$ cat config.mk
export PLATFORM = sky130hd
export DESIGN_NAME = pkt_tx_framer
export DESIGN_NICKNAME = d
export VERILOG_FILES = /design/src/rtl/pkt_tx_pkg.sv /design/src/rtl/ptx_preamble.sv /design/src/rtl/ptx_sync.sv /design/src/rtl/ptx_fields.sv /design/src/rtl/pkt_tx_framer.sv
export SDC_FILE = /design/constraint.sdc
export NUM_CORES = 1
export LEC_CHECK = 0
export BUFFER_PORTS_ARGS = -buffer_cell sky130_fd_sc_hd__buf_2
export CELL_PAD_IN_SITES_DETAIL_PLACEMENT = 0
export CELL_PAD_IN_SITES_GLOBAL_PLACEMENT = 1
export CORE_ASPECT_RATIO = 0.7
export CORE_MARGIN = 8
export CORE_UTILIZATION = 35
export DETAILED_ROUTE_END_ITERATION = 6
export HOLD_SLACK_MARGIN = 0.03
export MAX_ROUTING_LAYER = met4
export PLACE_DENSITY_LB_ADDON = 0.3
export SLEW_MARGIN = 30
export SYNTH_ARGS = -nofsm -noshare
export SYNTH_HDL_FRONTEND = slang
export SYNTH_SLANG_ARGS = --single-unit
$ cat constraint.sdc
create_clock -name clk -period 4.43 [get_ports clk]
set_input_delay 0.886 -clock clk [delete_from_list [all_inputs] [get_ports clk]]
set_output_delay 0.886 -clock clk [all_outputs]
set_load 0.05 [all_outputs]
$ cat src/rtl/pkt_tx_pkg.sv
`timescale 1ns/1ps
package pkt_tx_pkg;
  typedef enum logic [1:0] {
    ST_IDLE = 2'd0,
    ST_PRE  = 2'd1,
    ST_SYNC = 2'd2,
    ST_PAY  = 2'd3
  } ptx_state_t;
endpackage

$ cat src/rtl/ptx_preamble.sv
`timescale 1ns/1ps
module ptx_preamble #(
  parameter int PRE_LEN_W = 8,
  parameter int PAT_W     = 32,
  localparam int PIDX_W   = $clog2(PAT_W),
  localparam int CNT_W    = PRE_LEN_W + 3
) (
  input  logic                 clk,
  input  logic                 rst,
  input  logic                 load,
  input  logic                 adv,
  input  logic                 std_mode,
  input  logic                 std_inv,
  input  logic                 len_bytes,
  input  logic [PRE_LEN_W-1:0] pre_len,
  input  logic [PIDX_W-1:0]    pat_last,
  input  logic [PAT_W-1:0]     pattern,
  output logic                 bit_o,
  output logic                 last_o
);
  logic [CNT_W-1:0]  cnt;
  logic [PIDX_W-1:0] pidx;
  logic [CNT_W-1:0]  total;

  assign total  = len_bytes ? ({3'b000, pre_len} << 3) : ({3'b000, pre_len} << 2);
  assign last_o = (cnt == total - CNT_W'(1));
  assign bit_o  = std_mode ? ((~cnt[0]) ^ std_inv) : pattern[pidx];

  always_ff @(posedge clk) begin
    if (rst || load) begin
      cnt  <= '0;
      pidx <= '0;
    end else if (adv) begin
      cnt  <= cnt + CNT_W'(1);
      pidx <= (pidx == pat_last) ? '0 : pidx + PIDX_W'(1);
    end
  end
endmodule

$ cat src/rtl/ptx_sync.sv
`timescale 1ns/1ps
module ptx_sync #(
  parameter int SYNC_BYTES = 4,
  localparam int SB_W      = $clog2(SYNC_BYTES)
) (
  input  logic                    clk,
  input  logic                    rst,
  input  logic                    load,
  input  logic                    adv,
  input  logic [SB_W-1:0]         sync_last,
  input  logic [SYNC_BYTES*8-1:0] sync_word,
  output logic                    bit_o,
  output logic                    last_o
);
  localparam logic [SB_W-1:0] TOP_BYTE = SB_W'(SYNC_BYTES - 1);
  logic [SB_W-1:0] byte_idx;
  logic [2:0]      bit_idx;
  logic [SB_W-1:0] end_byte;

  assign end_byte = TOP_BYTE - sync_last;
  assign bit_o    = sync_word[{byte_idx, bit_idx}];
  assign last_o   = (bit_idx == 3'd7) && (byte_idx == end_byte);

  always_ff @(posedge clk) begin
    if (rst || load) begin
      byte_idx <= TOP_BYTE;
      bit_idx  <= '0;
    end else if (adv) begin
      bit_idx <= bit_idx + 3'd1;
      if (bit_idx == 3'd7) byte_idx <= byte_idx - SB_W'(1);
    end
  end
endmodule

$ cat src/rtl/ptx_fields.sv
`timescale 1ns/1ps
module ptx_fields #(
  parameter int NUM_FIELDS = 5,
  parameter int FLEN_W     = 13,
  localparam int FI_W      = (NUM_FIELDS > 1) ? $clog2(NUM_FIELDS) : 1
) (
  input  logic                         clk,
  input  logic                         rst,
  input  logic                         load,
  input  logic                         adv,
  input  logic [NUM_FIELDS*FLEN_W-1:0] field_len,
  input  logic [7:0]                   in_byte,
  output logic                         need_byte,
  output logic                         empty_o,
  output logic                         bit_o,
  output logic                         last_o
);
  logic [FLEN_W-1:0] flen [NUM_FIELDS];
  logic [FI_W-1:0]   fi, fi_next;
  logic [FLEN_W-1:0] bytecnt;
  logic [2:0]        bit_idx;
  logic [7:0]        sreg;
  logic              field_end, pkt_end;

  for (genvar g = 0; g < NUM_FIELDS; g++) begin : g_len
    assign flen[g] = field_len[g*FLEN_W +: FLEN_W];
  end

  assign fi_next   = (fi == FI_W'(NUM_FIELDS - 1)) ? fi : fi + FI_W'(1);
  assign field_end = (bytecnt == flen[fi] - FLEN_W'(1));
  assign pkt_end   = (fi == FI_W'(NUM_FIELDS - 1)) || (flen[fi_next] == '0);
  assign need_byte = (bit_idx == 3'd0);
  assign empty_o   = (flen[0] == '0);
  assign bit_o     = need_byte ? in_byte[0] : sreg[bit_idx];
  assign last_o    = (bit_idx == 3'd7) && field_end && pkt_end;

  always_ff @(posedge clk) begin
    if (rst || load) begin
      fi      <= '0;
      bytecnt <= '0;
      bit_idx <= '0;
      sreg    <= '0;
    end else if (adv) begin
      bit_idx <= bit_idx + 3'd1;
      if (need_byte) sreg <= in_byte;
      if (bit_idx == 3'd7) begin
        if (field_end) begin
          fi      <= fi_next;
          bytecnt <= '0;
        end else begin
          bytecnt <= bytecnt + FLEN_W'(1);
        end
      end
    end
  end
endmodule

$ cat src/rtl/pkt_tx_framer.sv
`timescale 1ns/1ps
module pkt_tx_framer
  import pkt_tx_pkg::*;
#(
  parameter int PRE_LEN_W  = 8,
  parameter int PAT_W      = 32,
  parameter int SYNC_BYTES = 4,
  parameter int NUM_FIELDS = 5,
  parameter int FLEN_W     = 13,
  localparam int PIDX_W    = $clog2(PAT_W),
  localparam int SB_W      = $clog2(SYNC_BYTES)
) (
  input  logic                         clk,
  input  logic                         rst,
  input  logic                         start,
  input  logic                         bit_tick,
  input  logic                         cfg_std_pre,
  input  logic                         cfg_std_inv,
  input  logic                         cfg_len_bytes,
  input  logic [PRE_LEN_W-1:0]         cfg_pre_len,
  input  logic [PIDX_W-1:0]            cfg_pat_last,
  input  logic [PAT_W-1:0]             cfg_pattern,
  input  logic [SB_W-1:0]              cfg_sync_last,
  input  logic [SYNC_BYTES*8-1:0]      cfg_sync,
  input  logic [NUM_FIELDS*FLEN_W-1:0] cfg_field_len,
  input  logic [7:0]                   fifo_data,
  input  logic                         fifo_valid,
  output logic                         fifo_ready,
  output logic                         tx_bit,
  output logic                         busy,
  output logic                         done,
  output logic                         underflow
);
  ptx_state_t state;
  logic load, adv_pre, adv_sync, adv_pay;
  logic pre_bit, pre_last, sync_bit, sync_last, pay_bit, pay_last, pay_need, pay_empty;

  assign load       = (state == ST_IDLE) && start;
  assign adv_pre    = (state == ST_PRE) && bit_tick;
  assign adv_sync   = (state == ST_SYNC) && bit_tick;
  assign fifo_ready = (state == ST_PAY) && bit_tick && pay_need;
  assign adv_pay    = (state == ST_PAY) && bit_tick && (!pay_need || fifo_valid);

  ptx_preamble #(.PRE_LEN_W(PRE_LEN_W), .PAT_W(PAT_W)) u_pre (
    .clk(clk), .rst(rst), .load(load), .adv(adv_pre),
    .std_mode(cfg_std_pre), .std_inv(cfg_std_inv), .len_bytes(cfg_len_bytes),
    .pre_len(cfg_pre_len), .pat_last(cfg_pat_last), .pattern(cfg_pattern),
    .bit_o(pre_bit), .last_o(pre_last)
  );

  ptx_sync #(.SYNC_BYTES(SYNC_BYTES)) u_sync (
    .clk(clk), .rst(rst), .load(load), .adv(adv_sync),
    .sync_last(cfg_sync_last), .sync_word(cfg_sync),
    .bit_o(sync_bit), .last_o(sync_last)
  );

  ptx_fields #(.NUM_FIELDS(NUM_FIELDS), .FLEN_W(FLEN_W)) u_fields (
    .clk(clk), .rst(rst), .load(load), .adv(adv_pay),
    .field_len(cfg_field_len), .in_byte(fifo_data),
    .need_byte(pay_need), .empty_o(pay_empty),
    .bit_o(pay_bit), .last_o(pay_last)
  );

  always_ff @(posedge clk) begin
    if (rst) begin
      state     <= ST_IDLE;
      tx_bit    <= 1'b0;
      busy      <= 1'b0;
      done      <= 1'b0;
      underflow <= 1'b0;
    end else begin
      done      <= 1'b0;
      underflow <= 1'b0;
      case (state)
        ST_IDLE: if (start) begin
          busy  <= 1'b1;
          state <= (cfg_pre_len != '0) ? ST_PRE : ST_SYNC;
        end
        ST_PRE: if (bit_tick) begin
          tx_bit <= pre_bit;
          if (pre_last) state <= ST_SYNC;
        end
        ST_SYNC: if (bit_tick) begin
          tx_bit <= sync_bit;
          if (sync_last) begin
            if (pay_empty) begin
              state <= ST_IDLE;
              busy  <= 1'b0;
              done  <= 1'b1;
            end else begin
              state <= ST_PAY;
            end
          end
        end
        ST_PAY: if (bit_tick) begin
          if (pay_need && !fifo_valid) begin
            underflow <= 1'b1;
            done      <= 1'b1;
            busy      <= 1'b0;
            state     <= ST_IDLE;
          end else begin
            tx_bit <= pay_bit;
            if (pay_last) begin
              done  <= 1'b1;
              busy  <= 1'b0;
              state <= ST_IDLE;
            end
          end
        end
        default: state <= ST_IDLE;
      endcase
    end
  end
endmodule

# Yosys cells after proc, flatten, opt, wreduce, memory -nomap -nowiden
# Index checks and enable logic that the tools add are counted.
[word_totals] register_bits=54 in_bits=160 out_inout_bits=5 wordCells=133
[classes] n_addsub=10 order_cmp=5 n_eq_ne=19 n_mux=50 bitwise=6 reduce_logical=30
[ops] operator="13-bit binary-select mux with 3-bit select" count=2
[ops] operator="13-bit two-way mux" count=5
[ops] operator="13-bit logical NOT" count=2
[ops] operator="1-bit two-way mux" count=23
[ops] operator="2-bit two-way mux" count=10
[ops] operator="2-bit != test (second input constant)" count=8
[ops] operator="7-bit AND reduction" count=2
[ops] operator="13-bit by 1-bit adder with 13-bit output (second input constant)" count=1
[ops] operator="13-bit equality test" count=1
[ops] operator="13-bit by 1-bit subtractor with 13-bit output (second input constant)" count=1
[ops] operator="5-bit by 6-bit less-than comparator with 1-bit output (second input constant)" count=2
[ops] operator="11-bit by 1-bit adder with 11-bit output (second input constant)" count=1
[ops] operator="11-bit equality test" count=1
[ops] operator="11-bit two-way mux" count=1
[ops] operator="11-bit by 1-bit subtractor with 11-bit output (second input constant)" count=1
[ops] operator="1-bit binary-select mux with 5-bit select" count=2
[ops] operator="1-bit logical AND" count=10
[ops] operator="3-bit by 1-bit adder with 3-bit output (second input constant)" count=3
[ops] operator="3-bit equality test (second input constant)" count=3
[ops] operator="4-bit greater-or-equal comparator (second input constant)" count=2
[ops] operator="3-bit inverter with 4-bit output" count=2
[ops] operator="2-bit one-hot mux with 4 select lines" count=1
[ops] operator="8-bit nonzero test" count=1
[ops] operator="1-bit one-hot mux with 3 select lines" count=2
[ops] operator="other kinds (24)" count=33

# Longest topological paths before layout
# Gate-level depths: netlist (run 1).
[depth] word_depth=13 ltp_mapped=18 depth_no_buf=14

# Hierarchy
# Synthesis (run 1) repeated with hierarchy kept, for this count alone.
[unflattened] hier_cells=655 area_unflattened_um2=5442.7
[by_module_without_submodules] mod="ptx_fields" n_inst=1 cells_per_inst=357 area_per_inst_um2=2831.5 seq_area_each_um2=540.5
[by_module_without_submodules] mod="ptx_preamble" n_inst=1 cells_per_inst=177 area_per_inst_um2=1544.0 seq_area_each_um2=320.3
[by_module_without_submodules] mod="ptx_sync" n_inst=1 cells_per_inst=62 area_per_inst_um2=560.5 seq_area_each_um2=100.1
[by_module_without_submodules] mod="pkt_tx_framer" n_inst=1 cells_per_inst=59 area_per_inst_um2=506.7 seq_area_each_um2=120.1

# Worst setup path after synthesis (run 1)
# No wires, ideal clock.
[synth_timing] kind="in2reg" start="input port cfg_field_len[13]" end="register state[1]" setup_ns=0.128 t_arrival_ns=3.901 required_ns=4.302 setup_slack_ns=0.400 path_stages=13 path_buffers=0 cell_sequence="mux2_2 a221o_1 nand2_1 ha_1 a21boi_0 nor3b_1 a21boi_0 or4b_1 a211oi_2 o32ai_1 o31a_1 nor3_1 nor3_1"
[synth_via] elab_chain_cells=9 word_cells_on_any_way=14 classes_between="1 x add/sub; 2 x eq/ne; 6 x mux; 5 x reduce/logical"
[synth_rtl] item="start: declaration" line_no="pkt_tx_framer.sv:25" text="input logic [NUM_FIELDS*FLEN_W-1:0] cfg_field_len,"
[synth_rtl] item="13-bit binary-select mux with 3-bit select" line_no="ptx_fields.sv:30" text="assign field_end = (bytecnt == flen[fi] - FLEN_W'(1));"
[synth_rtl] item="13-bit two-way mux (implied by the code) (2 in series)" line_no="ptx_fields.sv:30"
[synth_rtl] item="13-bit by 1-bit subtractor with 13-bit output" line_no="ptx_fields.sv:30"
[synth_rtl] item="13-bit equality test" line_no="ptx_fields.sv:30"
[synth_rtl] item="1-bit logical AND" line_no="ptx_fields.sv:35" text="assign last_o = (bit_idx == 3'd7) && field_end && pkt_end;"
[synth_rtl] item="1-bit logical AND (*)" line_no="ptx_fields.sv:35"
[synth_rtl] item="3-bit by 2-bit != test with 1-bit output (no line) (*)"
[synth_rtl] item="7-bit AND reduction (no line) (*)"
[synth_rtl] item="end signal: assignment" line_no="pkt_tx_framer.sv:77" text="state <= (cfg_pre_len != '0) ? ST_PRE : ST_SYNC;"
[synth_rtl] item="end: declaration" line_no="pkt_tx_framer.sv:34" text="ptx_state_t state;"
# Every way passes the cells marked *; elsewhere a longest branch is shown, timed or not. The select of a mux whose other input is x is not followed.
# A chain may end at the register's enable or synchronous reset.

# Worst setup path in the final report (run 1)
[layout_timing] start="input port cfg_field_len[0]" end="register state[1]"
[layout_via] elab_chain_cells=9 word_cells_on_any_way=19 classes_between="1 x add/sub; 2 x eq/ne; 10 x mux; 6 x reduce/logical"
[layout_rtl] item="13-bit binary-select mux with 3-bit select" line_no="ptx_fields.sv:30"
[layout_rtl] item="13-bit two-way mux (implied by the code) (2 in series)" line_no="ptx_fields.sv:30"
[layout_rtl] item="13-bit by 1-bit subtractor with 13-bit output" line_no="ptx_fields.sv:30"
[layout_rtl] item="13-bit equality test" line_no="ptx_fields.sv:30"
[layout_rtl] item="1-bit logical AND (2 in series)" line_no="ptx_fields.sv:35"
[layout_rtl] item="3-bit by 2-bit != test with 1-bit output (no line)"
[layout_rtl] item="7-bit AND reduction (no line)"
# Parallel ways exist; a longest one is shown, timed or not. The select of a mux whose other input is x is not followed.

==> results of run 1 <==
## tightest hold or removal path, stage by stage, from the launching register on
cell     delay (ns)
dfxtp_1        0.33
nand2_1        0.06
a21oi_1        0.05
## sequential cells by signal, indices dropped and copies added (netlist names)
signal	flops
busy	1
done	1
state	2
tx_bit	1
u_fields.bit_idx	3
u_fields.bytecnt	13
u_fields.fi	3
u_fields.sreg	8
u_pre.cnt	11
u_pre.pidx	5
u_sync.bit_idx	3
u_sync.byte_idx	2
underflow	1
## area by class of cell
type | count | area (um2)
multi-input combinational | 518 | 3780
clock inverter | 2 | 13.8
timing repair buffer | 175 | 903
sequential | 54 | 1080
inverter | 13 | 48.8
fill | 1398 | 7860
tap | 190 | 238
clock buffer | 5 | 125
## kinds of logic after synthesis
kind of cell             share of synthesized area (%)
multiplexers                                      18.3
adder cells (fa/ha/maj)                           4.19
AO/OA/AOI/OAI                                     17.1
buffers and inverters                             4.15
AND/OR/NAND/NOR                                   25.0
XOR/XNOR                                          10.0
flip-flops                                        21.3
## path summary, 6_finish.rpt
kind                          endpoint  slack [ns]  depth (start not counted)
max              state[1]$_SDFFE_PP0P_        0.41                         14
min          u_pre.cnt[1]$_SDFFE_PP0P_        0.48                          2
max reg2reg      state[1]$_SDFFE_PP0P_        0.51                         14
min reg2reg  u_pre.cnt[1]$_SDFFE_PP0P_        0.48                          2
## cells in the final DEF (no fill, tap or decap), types with 17 or more instances in the layout
cell,Yosys,final
nor2_1,71,71
buf_2,6,164
mux4_2,18,18
ha_1,17,17
mux2i_1,43,43
nand2_1,49,49
dfxtp_1,54,53
xnor2_1,26,26
nand3_1,20,20
nor3_1,18,18
o21ai_0,17,17
a21oi_1,37,37
nand4_1,18,18
xor2_1,32,32
## layer usage
layer	GRT usage, %	share of wire, %	routed length (um)
met5	-	0	0
met4	2.11	0.74	123
met3	4.15	6.9	1160
met2	25.9	42	6960
met1	24.9	51	8410
## stage by stage
step | setup WS [ns] | utilization (%) | instances | total power (W)
3_5_place_dp | 0.140 | 43.1 | 950 | 0.00102
6_report | 0.414 | 44.1 | 957 | 0.00140
5_1_grt | 0.0735 | 44.1 | 957 | 0.00148
4_1_cts | 0.442 | 44.1 | 957 | 0.00140
2_1_floorplan | 0.400 | - | 618 | 0.000847
3_3_place_gp | 0.236 | 43.1 | 950 | 0.00101
## power by group through the flow
stage | registers [W] | clock network, W | logic [W]
after floorplan | 0.000561 | 0 | 0.000286
after global placement | 0.000546 | 0 | 0.000461
after detailed placement | 0.000547 | 0 | 0.000469
after CTS | 0.000536 | 0.000395 | 0.000471
after global routing | 0.000540 | 0.000418 | 0.000519
final | 0.000536 | 0.000390 | 0.000473
==> impl_metrics.yaml, run 1 <==
status:
  run_status: "complete, no violations"
yosys:
  proportion_of_register_bits_with_asynchronous_set_or_reset_after_synthesis_pct: 0
  synth.area.top_cells: "dfxtp_1, mux2i_1, mux4_2, xor2_1, nor2_1"
  synth_area_leader_cell: "dfxtp_1"
  synth.lib_cells_used.distinct: 70
  netlist_top_cells_count: "nor2_1, dfxtp_1, nand2_1, mux2i_1, a21oi_1"
  synth_area_um2: 5070
  ys_seq_elements: 54
  postSynth.topFlopCell: "dfxtp_1"
  postSynthNetCount: 795
  synth_top_area_share_pct: 21.3
  synth_cells: 618
  avgSynthCellArea_um2: 8.21
  yosysWarnings: 0
  top_count_cell_post_synth: "nor2_1"
  synth_edf_count: 0
  yosysSeqAreaShare_pct: 21.3
global_routing:
  antenna_found_initial: 0
  grt_pass1_wl_um: 26400
  grt_start_max_net_pins: 30
  grt-ovfl-total: 0
  grt_pass1_vias: 5111
  total_global_route_track_usage_pct: 17.7
setup_path:
  criticalPathCategory: "input port to register"
  setup.worst_path.start_class: "input port"
  startpoint: "cfg_field_len[0]"
  crit_path_top_delay_cell: "or4b_1"
  max_stage_delay_ns: 0.51
  worstReg2RegStart: "u_fields.fi[2]$_SDFFE_PP0P_"
  cp.arrival_ns: 4.23
  maximum_fanout_encountered_on_the_critical_timing_path: 4
  worst_path_required_time_ns: 4.64
  kind_of_capture_point_of_the_worst_setup_path: "register"
  timing.critical_path.buf_inv: 1
  crit_path_cell_trace: "buf_2 -> mux2_2 -> a221o_1 -> nand2_1 -> ha_1 -> a21boi_0 -> nor3b_1 -> a21boi_0 -> or4b_1 -> a211oi_2 -> o32ai_1 -> o31ai_4 -> a21oi_1 -> nor3_1"
  path_common_cell: "a21boi_0"
  cp_top_family: "compound AO/OA/AOI/OAI gates"
clock_tree:
  tritoncts: "yes"
  cts_buffer_depth: 2
  cts.hold.buffers_added: 0
  cts-buffers-inserted: 5
  cts.root.buffer_cell: "clkbuf_16"
  post-cts-setup-buffer-count: 0
  post_cts_resized: 0
  tritoncts_num_sinks: 54
  cts_max_level: 2
  insertion_delay_ns: 0.30
  clk_pin_slew_ns: 0.07
pwr:
  seq_power_share_pct: 38.3
  power_switching_w: 0.000479
  share_clk_of_total_power_pct: 27.9
  leakagePower_nw: 2.46
  share_comb_of_total_power_pct: 33.8
  p_int_w: 0.000920
  ir_drop_uv: 152
  power_density_nw_per_um2: 226
  sw_frac_of_total_pct: 34.2
finish:
  final_nets: 944
  final_layout_size_suffix_gt1_share_pct: 28.8
  synthToLayoutAreaGrowth_pct: 22.1
  fin_area_um2: 6190
  n_antenna_cell: 0
die:
  initial_utilization_pct: 36.1
  die_height_um: 117
  io_pins: 165
  num_rows: 36
  fp.dieW_um: 160
  core_um2: 14100
  die_footprint_um2: 18700
timing:
  post-route-min-period_ns: 4.02
  grt_setup_unrepaired: "no"
  worst_slew_pin_slew_ns: 0.862
  finalClockSkew_ns: 0.00502
  finalSetupViolCount: 0
  post-route-period-util_pct: 90.7
  timing_max_transition_violations_final: 0
  fin_worst_hold_slack_ns: 0.482
  hold_viol_final: 0
  fmax_mhz: 249
  max_slew_margin_pct: 42.5
  final.setup.tns_ns: 0
drt:
  vias: 5323
  dr.first_iter.drc_count: 395
  drt-vias-per-instance: 5.56
  drcViolationCount: 0
  finalWirelength_um: 16700
  routedWlPerCell_um: 17.4
  drt_first_pass_iters: 5
  number_of_nets_with_antenna_violations_after_routing: 0
place:
  place.port_buffers: 164
  finalWeightedCongestion: 0.891
  hpwlAfterDp_um: 14000
  dpl_cell_area_um2: 6050
hold_path:
  worstHoldPathType: "register to register"
  min-delay-start: "u_pre.cnt[1]$_SDFFE_PP0P_"
flow_run:
  cap_viol_max_count: 0
Note: power is estimated with default switching activity, not from simulation.
==> run 2, diff against run 1 <==
- PLACE_DENSITY: unset -> 0.8
- PLACE_DENSITY_LB_ADDON: 0.3 -> unset
==> impl_metrics.yaml, run 2 (same netlist as run 1, synthesis figures left out) <==
status:
  run_status: "complete, no violations"
global_routing:
  total_global_route_track_usage_pct: 18.4
  met3_usage_pct: 4.54
  grt_pass1_vias: 5296
  grt-ovfl-total: 0
  grt_start_max_net_pins: 30
  grt-busiest-layer: "met2"
  antenna_found_initial: 0
  grt_pass1_wl_um: 27300
  grtUsageMet2_pct: 29.5
  fraction_of_met1_tracks_used_by_global_routing_pct: 24.1
timing:
  finalClockSkew_ns: 0.00649
  fmax_mhz: 247
  final.setup.tns_ns: 0
  grt_setup_unrepaired: "no"
  setup_ws_ns: 0.382
  worst_slew_pin_slew_ns: 0.861
  max_slew_margin_pct: 42.5
  finalSetupViolCount: 0
  hold_viol_final: 0
  fin_worst_hold_slack_ns: 0.489
  post-route-min-period_ns: 4.05
  post-route-period-util_pct: 91.4
  timing_max_transition_violations_final: 0
setup_path:
  criticalPathCategory: "input port to register"
  kind_of_capture_point_of_the_worst_setup_path: "register"
  cp.arrival_ns: 4.23
  worst_path_required_time_ns: 4.61
  maximum_fanout_encountered_on_the_critical_timing_path: 12
  setup.worst_path.start_class: "input port"
clock_tree:
  tritoncts_num_sinks: 54
  cts-buffers-inserted: 5
  insertion_delay_ns: 0.29
  cts_buffer_depth: 2
  cts.root.buffer_cell: "clkbuf_16"
  tritoncts: "yes"
  cts_max_level: 2
  post_cts_resized: 0
  cts.hold.buffers_added: 0
  post-cts-setup-buffer-count: 0
  clk_pin_slew_ns: 0.07
die:
  die_height_um: 117
  initial_utilization_pct: 36.1
  core_um2: 14100
  io_pins: 165
  num_rows: 36
  die_footprint_um2: 18700
  fp.dieW_um: 160
finish:
  layout.cells.non_filler: 960
  n_antenna_cell: 0
  largest_register_ff_count: 13
  regs_by_ff_count: "u_fields.bytecnt x13, u_pre.cnt x11, u_fields.sreg x8"
  final_layout_size_suffix_gt1_share_pct: 29.1
  layout.filler_cells: 1417
  max_flop_register: "u_fields.bytecnt"
  mostFrequentLayoutCells: "buf_2, nor2_1, dfxtp_1, nand2_1, mux2i_1"
  fin_area_um2: 6250
  final_nets: 946
  final_common_cell: "buf_2"
  synthToLayoutAreaGrowth_pct: 23.3
place:
  dpl_cell_area_um2: 6080
  hpwlAfterDp_um: 14600
  dp_slack_ns: 0.118
  finalWeightedCongestion: 0.961
  place.port_buffers: 164
  dp.cells: 952
drt:
  finalWirelength_um: 17400
  dr.first_iter.drc_count: 423
  number_of_nets_with_antenna_violations_after_routing: 0
  routedWlPerCell_um: 18.1
  drt-vias-per-instance: 5.62
  drt_first_pass_iters: 5
  drcViolationCount: 0
  vias: 5399
flow_run:
  cap_viol_max_count: 0
pwr:
  leakagePower_nw: 2.48
  power_density_nw_per_um2: 235
  ir_drop_uv: 189
hold_path:
  worstHoldPathType: "register to register"
-- run 2: path summary, 6_finish.rpt --
check	startpoint	end	slack [ns]	depth (start not counted)
max reg2reg	u_fields.fi[2]$_SDFFE_PP0P_	u_fields.bytecnt[3]$_SDFFE_PP0P_	0.53	14
max	cfg_field_len[0]	u_fields.bytecnt[3]$_SDFFE_PP0P_	0.38	15
min	u_pre.cnt[1]$_SDFFE_PP0P_	u_pre.cnt[1]$_SDFFE_PP0P_	0.49	2
min reg2reg	u_pre.cnt[1]$_SDFFE_PP0P_	u_pre.cnt[1]$_SDFFE_PP0P_	0.49	2
-- run 2: worst max-delay path, stage by stage --
cell,delay [ns]
buf_2,0.12
mux2_2,0.27
a221o_1,0.39
nand2_1,0.08
ha_1,0.17
a21boi_0,0.24
nor3b_1,0.29
buf_4,0.17
nand2_1,0.08
o31ai_1,0.27
nand4b_1,0.15
a211o_2,0.35
nor3_4,0.34
a21o_2,0.33
nor2_1,0.09
-- run 2: layout make-up --
class | count | area (um2) | area share [%]
multi-input cells | 518 | 3780 | 60.5
flip-flops and latches | 54 | 1080 | 17.3
repair buffers | 177 | 931 | 14.9
well taps | 190 | 238 | 3.80
clock buffers | 5 | 125 | 2.00
inverters | 13 | 48.8 | 0.780
clock inverters | 3 | 47.5 | 0.760
-- run 2: report_power, final --
group / switching [W] / internal (W) / leakage [nW]
clock network: 0.000186 / 0.000270 / 0.0844
logic: 0.000271 / 0.000206 / 1.96
registers: 0.0000298 / 0.000505 / 0.436
total: 0.000486 / 0.000981 / 2.48
-- run 2: layer usage --
metal / vias to the layer above / wire [um]
met5: - / 0
met4: 0 / 72
met3: 10 / 1230
met2: 185 / 7990
met1: 2591 / 8090
li1: 2613 / -
-- run 2: stage by stage --
step | power [W] | util [%]
finish | 0.00147 | 44.5
detailed placement | 0.00102 | 43.3
CTS | 0.00147 | 44.5
floorplan | 0.000847 | -
global route | 0.00155 | 44.5
global placement | 0.00100 | 43.3
